`config.mk`:
```
export PLATFORM = sky130hd
export DESIGN_NAME = cpt_timer
export DESIGN_NICKNAME = d
export VERILOG_FILES = /design/src/rtl/cpt_pkg.sv /design/src/rtl/cpt_prescale.sv /design/src/rtl/cpt_capture.sv /design/src/rtl/cpt_pwm.sv /design/src/rtl/cpt_timer.sv
export SDC_FILE = /design/constraint.sdc
export NUM_CORES = 1
export LEC_CHECK = 0
export CAP_MARGIN = 10
export CORE_MARGIN = 3
export CORE_UTILIZATION = 60
export CTS_BUF_LIST = sky130_fd_sc_hd__clkbuf_4 sky130_fd_sc_hd__clkbuf_8 sky130_fd_sc_hd__clkbuf_16
export CTS_CLUSTER_DIAMETER = 50
export DETAILED_ROUTE_END_ITERATION = 10
export GPL_TIMING_DRIVEN = 0
export PLACE_DENSITY = 0.78
export SLEW_MARGIN = 10
export SYNTH_ARGS = -nofsm -noshare
export SYNTH_HDL_FRONTEND = slang
export SYNTH_SLANG_ARGS = --single-unit
```
`constraint.sdc`:
```
create_clock -name clk -period 8.4 [get_ports clk]
set_clock_uncertainty 0.05 [all_clocks]
set_input_delay 0.84 -clock clk [delete_from_list [all_inputs] [get_ports clk]]
set_output_delay 0.84 -clock clk [all_outputs]
set_load 0.02 [all_outputs]
```
`src/rtl/cpt_pkg.sv`:
```
package cpt_pkg;
  localparam int PRE_W = 3;
  localparam int ST_W  = 3;
  localparam int ST_MATCH = 0;
  localparam int ST_OVF   = 1;
  localparam int ST_CAP   = 2;

  typedef enum logic [2:0] {
    A_CTRL   = 3'd0,
    A_COUNT  = 3'd1,
    A_RELOAD = 3'd2,
    A_MATCH  = 3'd3,
    A_TRIG   = 3'd4,
    A_STAT   = 3'd5,
    A_CAPA   = 3'd6,
    A_CAPB   = 3'd7
  } reg_addr_e;

  typedef struct packed {
    logic             pin_in;    // 14
    logic             dual;      // 13
    logic             toggle;    // 12
    logic [1:0]       trig;      // 11:10
    logic [1:0]       edge_sel;  // 9:8
    logic             idle;      // 7
    logic             cmp_en;    // 6
    logic             pre_en;    // 5
    logic [PRE_W-1:0] pre;       // 4:2
    logic             reload;    // 1
    logic             run;       // 0
  } ctrl_t;
endpackage

```
`src/rtl/cpt_prescale.sv`:
```
module cpt_prescale #(
  parameter int PRE_W = 3
) (
  input  logic             clk,
  input  logic             rst_n,
  input  logic             run,
  input  logic             pre_en,
  input  logic [PRE_W-1:0] pre,
  output logic             tick
);
  localparam int DIV_W = 1 << PRE_W;

  logic [DIV_W-1:0] div_q, div_d, mask;
  logic [PRE_W:0]   sh_amt;

  always_comb begin
    sh_amt = {1'b0, pre} + (PRE_W+1)'(1);
    mask   = (DIV_W'(1) << sh_amt) - DIV_W'(1);
    div_d  = run ? div_q + DIV_W'(1) : '0;
    tick   = run && (!pre_en || ((div_q & mask) == mask));
  end

  always_ff @(posedge clk or negedge rst_n) begin
    if (!rst_n) div_q <= '0;
    else        div_q <= div_d;
  end
endmodule

```
`src/rtl/cpt_capture.sv`:
```
module cpt_capture #(
  parameter int CW   = 32,
  parameter int SYNC = 2
) (
  input  logic          clk,
  input  logic          rst_n,
  input  logic          cap_i,
  input  logic          enable,
  input  logic [1:0]    edge_sel,
  input  logic          dual,
  input  logic          clr_done,
  input  logic [CW-1:0] count,
  output logic [CW-1:0] cap_a,
  output logic [CW-1:0] cap_b,
  output logic          cap_evt
);
  logic [SYNC:0] sh_q;
  logic [1:0]    idx_q, idx_d;
  logic          rise, fall, hit, ld_a, ld_b;

  always_comb begin
    rise = sh_q[SYNC-1] & ~sh_q[SYNC];
    fall = ~sh_q[SYNC-1] & sh_q[SYNC];
    hit  = enable && ((edge_sel[0] && rise) || (edge_sel[1] && fall));
    ld_a = 1'b0;
    ld_b = 1'b0;
    cap_evt = 1'b0;
    idx_d = idx_q;
    if (clr_done) begin
      idx_d = 2'd0;
    end else if (hit) begin
      if (!dual) begin
        ld_a = 1'b1;
        cap_evt = 1'b1;
      end else if (idx_q == 2'd0) begin
        ld_a = 1'b1;
        idx_d = 2'd1;
      end else if (idx_q == 2'd1) begin
        ld_b = 1'b1;
        cap_evt = 1'b1;
        idx_d = 2'd2;
      end
    end
  end

  always_ff @(posedge clk or negedge rst_n) begin
    if (!rst_n) begin
      sh_q  <= '0;
      idx_q <= 2'd0;
      cap_a <= '0;
      cap_b <= '0;
    end else begin
      sh_q  <= {sh_q[SYNC-1:0], cap_i};
      idx_q <= idx_d;
      if (ld_a) cap_a <= count;
      if (ld_b) cap_b <= count;
    end
  end
endmodule

```
`src/rtl/cpt_pwm.sv`:
```
module cpt_pwm (
  input  logic       clk,
  input  logic       rst_n,
  input  logic       run,
  input  logic       pin_in,
  input  logic       idle,
  input  logic       toggle,
  input  logic [1:0] trig,
  input  logic       ovf_evt,
  input  logic       match_evt,
  output logic       pwm_o
);
  logic pwm_q, pwm_d, fire, active;

  always_comb begin
    active = run && !pin_in;
    fire   = ((trig != 2'b00) && ovf_evt) || (trig[1] && match_evt);
    if (!active)     pwm_d = idle;
    else if (toggle) pwm_d = fire ? ~pwm_q : pwm_q;
    else             pwm_d = fire ? ~idle : idle;
    pwm_o = active ? pwm_q : idle;
  end

  always_ff @(posedge clk or negedge rst_n) begin
    if (!rst_n) pwm_q <= 1'b0;
    else        pwm_q <= pwm_d;
  end
endmodule

```
`src/rtl/cpt_timer.sv`:
```
module cpt_timer
  import cpt_pkg::*;
#(
  parameter int CW          = 32,
  parameter int SYNC_STAGES = 2
) (
  input  logic          clk,
  input  logic          rst_n,
  input  logic          wr_en,
  input  logic [2:0]    addr,
  input  logic [CW-1:0] wr_data,
  output logic [CW-1:0] rd_data,
  input  logic          cap_i,
  output logic          pwm_o,
  output logic          irq_o
);
  localparam int CTRL_W = $bits(ctrl_t);

  ctrl_t          ctrl_q;
  logic [CW-1:0]  cnt_q, cnt_d, cnt_step, rld_q, mat_q, cap_a, cap_b;
  logic [ST_W-1:0] sts_q, sts_d, sts_clr;
  logic wr_ctrl, wr_cnt, wr_rld, wr_mat, wr_trig, wr_stat;
  logic tick, wrap, ovf_evt, match_evt, cap_evt;

  always_comb begin
    wr_ctrl = wr_en && (addr == A_CTRL);
    wr_cnt  = wr_en && (addr == A_COUNT);
    wr_rld  = wr_en && (addr == A_RELOAD);
    wr_mat  = wr_en && (addr == A_MATCH);
    wr_trig = wr_en && (addr == A_TRIG);
    wr_stat = wr_en && (addr == A_STAT);
  end

  cpt_prescale #(.PRE_W(PRE_W)) u_pre (
    .clk(clk), .rst_n(rst_n), .run(ctrl_q.run),
    .pre_en(ctrl_q.pre_en), .pre(ctrl_q.pre), .tick(tick)
  );

  always_comb begin
    wrap     = tick && (&cnt_q);
    cnt_step = wrap ? (ctrl_q.reload ? rld_q : '0) : cnt_q + CW'(1);
    if (wr_cnt)       cnt_d = wr_data;
    else if (wr_trig) cnt_d = rld_q;
    else if (tick)    cnt_d = cnt_step;
    else              cnt_d = cnt_q;
    ovf_evt   = wrap && !wr_cnt && !wr_trig;
    match_evt = tick && ctrl_q.cmp_en && !wr_cnt && !wr_trig && (cnt_step == mat_q);
    sts_clr   = wr_stat ? wr_data[ST_W-1:0] : '0;
    sts_d     = (sts_q & ~sts_clr);
    sts_d[ST_MATCH] = sts_d[ST_MATCH] | match_evt;
    sts_d[ST_OVF]   = sts_d[ST_OVF]   | ovf_evt;
    sts_d[ST_CAP]   = sts_d[ST_CAP]   | cap_evt;
  end

  cpt_capture #(.CW(CW), .SYNC(SYNC_STAGES)) u_cap (
    .clk(clk), .rst_n(rst_n), .cap_i(cap_i), .enable(ctrl_q.pin_in),
    .edge_sel(ctrl_q.edge_sel), .dual(ctrl_q.dual), .clr_done(sts_clr[ST_CAP]),
    .count(cnt_q), .cap_a(cap_a), .cap_b(cap_b), .cap_evt(cap_evt)
  );

  cpt_pwm u_pwm (
    .clk(clk), .rst_n(rst_n), .run(ctrl_q.run), .pin_in(ctrl_q.pin_in),
    .idle(ctrl_q.idle), .toggle(ctrl_q.toggle), .trig(ctrl_q.trig),
    .ovf_evt(ovf_evt), .match_evt(match_evt), .pwm_o(pwm_o)
  );

  always_ff @(posedge clk or negedge rst_n) begin
    if (!rst_n) begin
      ctrl_q <= '0;
      cnt_q  <= '0;
      rld_q  <= '0;
      mat_q  <= '0;
      sts_q  <= '0;
    end else begin
      if (wr_ctrl) ctrl_q <= ctrl_t'(wr_data[CTRL_W-1:0]);
      if (wr_rld)  rld_q  <= wr_data;
      if (wr_mat)  mat_q  <= wr_data;
      cnt_q <= cnt_d;
      sts_q <= sts_d;
    end
  end

  always_comb begin
    irq_o = |sts_q;
    case (reg_addr_e'(addr))
      A_CTRL:   rd_data = CW'(ctrl_q);
      A_COUNT:  rd_data = cnt_q;
      A_RELOAD: rd_data = rld_q;
      A_MATCH:  rd_data = mat_q;
      A_STAT:   rd_data = CW'(sts_q);
      A_CAPA:   rd_data = cap_a;
      A_CAPB:   rd_data = cap_b;
      default:  rd_data = '0;
    endcase
  end
endmodule

```
After elaboration in Yosys (flattened, before gate mapping)
Index checks and enable logic that the tools add are counted.

Bits in registers: 192.

Add/subtract/negate cells: 4. Eq/ne operators: 11. Shifts and indexed selects: 1. Mux-type cells: 30. Bitwise logic cells: 12. Reductions and logical operators: 37.

Operator list (number): $pmux 32 s7 (1); $mux 32 (5); $add 32x1->32 const B (1); $eq 32x32->1 (1); $reduce_and 32->1 (1); $logic_and 1x1->1 (20); $mux 1 (17); $eq 3x3->1 const B (4); $mux 2 (5); $add 8x1->8 const B (1); $and 8x8->8 (1); $eq 8x8->1 (1); $mux 8 (1); $shl 1x4->8 const A (1); $sub 8x2->8 const B (1); $eq 3x2->1 const B (2); $reduce_bool 2->1 (3); $reduce_bool 3->1 (2); $add 3x1->4 const B (1); $logic_not 1->1 (4); $not 1->1 (4); $and 3x3->3 (1); $eq 3x1->1 const B (1); $logic_not 3->1 (1); other kinds (10) (15).

Logic depth before layout (Yosys ltp)
Depth in word-level cells: 16. Mapped depth: 14. Depth with buffers taken out: 12.

Hierarchy
From an unflattened synthesis, not the netlist that was laid out.

Cell total of the unflattened synthesis: 1120. Area, all modules: 11380.9 µm².

Modules (own cells, without submodules): cpt_timer (times used 1, cells each 896, area each 8121.5 µm², sequential area each 2852.7 µm²); cpt_capture (times used 1, cells each 156, area each 2661.3 µm², sequential area each 1726.7 µm²); cpt_prescale (times used 1, cells each 53, area each 493.0 µm², sequential area each 200.2 µm²); cpt_pwm (times used 1, cells each 15, area each 105.1 µm², sequential area each 25.0 µm²).

Least setup slack after synthesis
Ideal clock, no wire load.

Kind: register -> register. Start: reg ctrl_q[4] in the netlist's numbering. End: reg u_pwm.pwm_q. Library setup time: 121 ps. Arrival time: 3664 ps. Setup slack: 4565 ps. Cell stages (with the launch flop): 14. Buffers on the path: 1. Clock period less this slack: 3835 ps. Cell sequence: dfrtp_1 > or3_1 > ha_1 > o221ai_1 > o41ai_2 > and4_1 > clkbuf_1 > a211oi_1 > a311oi_1 > nand4_1 > nor4_2 > a21o_1 > mux2_4 > o22a_1.

Longest elaborated chain between the ends: 16. Elaborated cells between the ends (all ways): 23. Classes of those cells: add/sub (2); eq/ne (3); shift (1); mux (4); bitwise (1); reduce/logical (12).

Ends and longest elaborated chain: start: declaration (RTL line cpt_timer.sv:19) `ctrl_t ctrl_q;`; start signal: assignment (RTL line cpt_timer.sv:75) `if (wr_ctrl) ctrl_q <= ctrl_t'(wr_data[CTRL_W-1:0]);`; $add 3x1->4 (*) (RTL line cpt_prescale.sv:17) `sh_amt = {1'b0, pre} + (PRE_W+1)'(1);`; $shl 1x4->8 (*) (RTL line cpt_prescale.sv:18) `mask = (DIV_W'(1) << sh_amt) - DIV_W'(1);`; $sub 8x2->8 (*) (RTL line cpt_prescale.sv:18); $and 8x8->8 (RTL line cpt_prescale.sv:20) `tick = run && (!pre_en || ((div_q & mask) == mask));`; $eq 8x8->1 (*) (RTL line cpt_prescale.sv:20); $logic_or 1x1->1 (*) (RTL line cpt_prescale.sv:20); $logic_and 1x1->1 (*) (RTL line cpt_prescale.sv:20); $logic_and 1x1->1 (on tied branches) (RTL line cpt_timer.sv:40, cpt_timer.sv:47); $mux 32 / $logic_and 1x1->1 (equally long branches) (RTL line cpt_timer.sv:41, cpt_timer.sv:47); $eq 32x32->1 / $logic_and 1x1->1 (equally long branches) (RTL line cpt_timer.sv:47) `match_evt = tick && ctrl_q.cmp_en && !wr_cnt && !wr_trig && (cnt_step == mat_q);`; $logic_and 1x1->1 (RTL line cpt_timer.sv:47); $logic_and 1x1->1 (RTL line cpt_pwm.sv:17) `fire = ((trig != 2'b00) && ovf_evt) || (trig[1] && match_evt);`; $logic_or 1x1->1 (*) (RTL line cpt_pwm.sv:17); $mux 1 (RTL line cpt_pwm.sv:20) `else pwm_d = fire ? ~idle : idle;`; $mux 1 (RTL line cpt_pwm.sv:19) `else if (toggle) pwm_d = fire ? ~pwm_q : pwm_q;`; $mux 1 (RTL line cpt_pwm.sv:18) `if (!active) pwm_d = idle;`; end signal: assignment (RTL line cpt_pwm.sv:26) `else pwm_q <= pwm_d;`; end: declaration (RTL line cpt_pwm.sv:13) `logic pwm_q, pwm_d, fire, active;`.

Every way passes the cells marked *; elsewhere a longest branch is shown, timed or not. A chain may end at the register's enable or synchronous reset.

Worst setup path in the final report
Ends and elaborated chain as after synthesis.

==> run_results.csv <==
group,metric,value,unit
min_path,min-delay-start,"u_cap.sh_q[0]",
setup_path,cp-end-kind,"flip-flop",
setup_path,arrival,5810,ps
synth,synthesis.area,11300,um2
synth,syn_inst,1109,
cts,cts_tree,"yes",
floorplan,fp.dieW,143,um
setup_path,critPathTopFamily,"compound AO/OA/AOI/OAI gates",
cts,hold_buffers,0,
cts,clock_latency,440,ps
finish,stdcell_area,13000,um2
pwr,p_leak,5.38,nW
global_route,grt_max_degree,111,
placement,finalWeightedCongestion,1.08,
floorplan,die_area,20600,um2
route,vias_per_cell,7.13,
finish,antenna_cells,0,
synth,syn_nets,1151,
route,wire_per_inst,28.4,um
cts,post_cts_buffers,0,
global_route,grt_pass1_vias,9889,
setup_path,path_class,"flip-flop to flip-flop",
sta,fmaxAchievable,0.181,GHz
synth,ys_warn_count,0,
route,routed_wl,40.9,mm
synth,yosysTopAreaCell,"dfrtp_1",
sta,drv_slew,0,
route,firstDrtPassIters,7,
cts,cts_max_level,4,
sta,tightest_slew,1310,ps
cts,clk_pin_slew_worst_paths,80,ps
floorplan,initial_core_util,62.0,%
placement,io_buffers,71,
job,max_cap_viol_count,0,
finish,layout.nets,1243,
synth,synth_edf_count,0,
global_route,antenna_found_initial,1,
synth,ys_seq_area_share,42.4,%
synth,synth.avg_cell_area,10.2,um2
finish,area_growth,14.8,%
setup_path,required,8680,ps
global_route,grtUsageTotal,40.2,%
setup_path,path_max_fanout,8,
setup_path,slowest_stage,"o41ai_2",
setup_path,critPathBufInv,0,
synth,yosys-top-cells-area,"dfrtp_1, mux2_2, o21ai_0, mux2i_1, nand2_1",
setup_path,ff2ff_setup_slack,2870,ps
placement,dp_hpwl,30.3,mm
cts,cts_sinks,192,
min_path,hold_path.class,"flip-flop to flip-flop",
setup_path,crit_chain,"or3_1 > ha_1 > o221ai_1 > o41ai_2 > nand4_1 > a22oi_1 > xor2_1 > o2111ai_1 > nor4_2 > a21o_1 > mux2_4 > o22a_1",
synth,synth.distinct_cells,75,
synth,yosysMostFrequentCell,"dfrtp_1",
setup_path,r2r-start,"ctrl_q[4]",
placement,dpl_cell_area,12400,um2
min_path,hold-path-cell-count,0,
cts,cts_max_path_buffers,2,
setup_path,r2r-end,"u_pwm.pwm_q",
route,postRouteAntennaNets,0,
floorplan,core,18300,um2
finish,drive_above_1_share,17.9,%
synth,synth_commonest_cells,"dfrtp_1, mux2_2, nand2_1",
cts,cts_buffers,17,
route,num_vias,10283,
route,drt_iter0_markers,1748,
setup_path,startpoint_type,"flip-flop",
sta,hold_viol,0,
global_route,grt_first_pass_wirelength,60.9,mm
setup_path,cpPeakStageDelay,910,ps
synth,synth_top_cell_area_share,42.4,%
pwr,vdd_drop_max,0.155,mV
finish,fin_util,71.2,%
setup_path,r2r_cells,12,
sta,grt_setup_unrepaired,"false",
cts,clock_tree.root_cell,"clkbuf_16",
sta,period_share,65.8,%
sta,relSlewSlack,13.0,%
global_route,gr-total-overflow,0,
status,status,"complete, no violations",
floorplan,num_io_pins,73,
sta,setup_violations,0,
sta,period_needed,5530,ps
min_path,holdPathEnd,"u_cap.sh_q[1]",
floorplan,fp.dieH,143,um
synth,synth-main-ff-cell,"dfrtp_1",
floorplan,rows,49,
route,post-route-drc-count,0,
cts,cts_resized,0,
synth,async_flop_share,100,%
synth,ys_ff_latch,192,
pwr,powerDensity,297,nW/um2
## kinds of logic after synthesis
family / synth area share, %
other: 0.0331
XOR/XNOR: 3.61
AND/OR/NAND/NOR: 13.3
multiplexers: 19.9
adder cells (fa/ha/maj): 0.331
buffers and inverters: 4.05
AO/OA/AOI/OAI: 16.3
flip-flops: 42.4
## placed cells by master, fill, tap and decap left out, types with 4 or more instances in the layout
master	n
a21oi_1	25
and3_1	10
nand3_1	27
buf_1	16
or3_1	8
and2_1	13
inv_8	4
nand2b_1	11
a31oi_1	6
nand4_1	13
xnor2_1	29
mux2i_1	37
mux4_2	7
clkdlybuf4s50_1	70
and4_1	5
nor2b_1	10
nor2_1	38
inv_1	32
dfrtp_1	192
o211ai_1	12
clkbuf_1	61
a221o_1	28
o221ai_1	8
clkbuf_16	17
nand2_1	96
nor4_1	13
a22o_1	8
or4_1	5
o22ai_1	19
a22oi_1	23
a311oi_1	4
nor3_1	14
a221oi_1	9
a211oi_1	6
mux2_2	152
xor2_1	15
o21ai_0	82
buf_2	8
## cell type report
cell class                      count  area, um2
Buffer                             87        339
Clock buffer                       18        439
Clock inverter                     14        199
Fill cell                        1407       5260
Inverter                           32        120
Multi-Input combinational cell    798       6070
Sequential cell                   192       4800
Tap cell                          229        287
Timing Repair Buffer               73        748
## power breakdown
part,leakage (nW),switching [mW],internal [mW]
Combinational,2.64,0.829,0.635
Clock,0.311,0.400,0.490
Sequential,2.43,0.307,1.21
## state kept, by name, summed over array words and instances (netlist names), 2 cells and up
register	cells
cnt_q	32
mat_q	32
rld_q	32
u_cap.cap_a	32
u_cap.cap_b	32
ctrl_q	15
u_pre.div_q	8
sts_q	3
u_cap.sh_q	3
u_cap.idx_q	2
## worst max-delay path by stage
stage,startpoint,endpoint,slack [ps],cells past startpoint
floorplan,ctrl_q[4],u_pwm.pwm_q,4570,13
global placement,rst_n,u_cap.cap_b[22],-1500,1
detailed placement,ctrl_q[4],u_pwm.pwm_q,3090,12
CTS,ctrl_q[4],u_pwm.pwm_q,3060,12
global route,ctrl_q[4],u_pwm.pwm_q,2860,13
finish,ctrl_q[4],u_pwm.pwm_q,2870,12
## layer usage
| layer | share of wire (%) | GRT usage (%) | up-vias |
|---|---|---|---|
| met2 | 43 | 59.2 | 746 |
| met4 | 3.6 | 13.8 | 2 |
| met1 | 40 | 56.7 | 5085 |
| met5 | 0.032 | 0 | - |
| li1 | - | - | 4322 |
| met3 | 14 | 12.6 | 128 |
## metrics by stage
step / setup slack, ps / hold WS, ps / TNS (ps) / cells / total power [mW]
floorplan: 4570 / 281 / 0 / 1109 / 2.35
global placement: -1500 / 284 / -283830 / 1409 / 2.87
detailed placement: 3090 / 291 / 0 / 1410 / 2.91
CTS: 3060 / 309 / 0 / 1442 / 3.79
global route: 2860 / 323 / 0 / 1443 / 4.02
finish: 2870 / 305 / 0 / 1443 / 3.87
No activity file was read; power rests on OpenSTA's default activity.
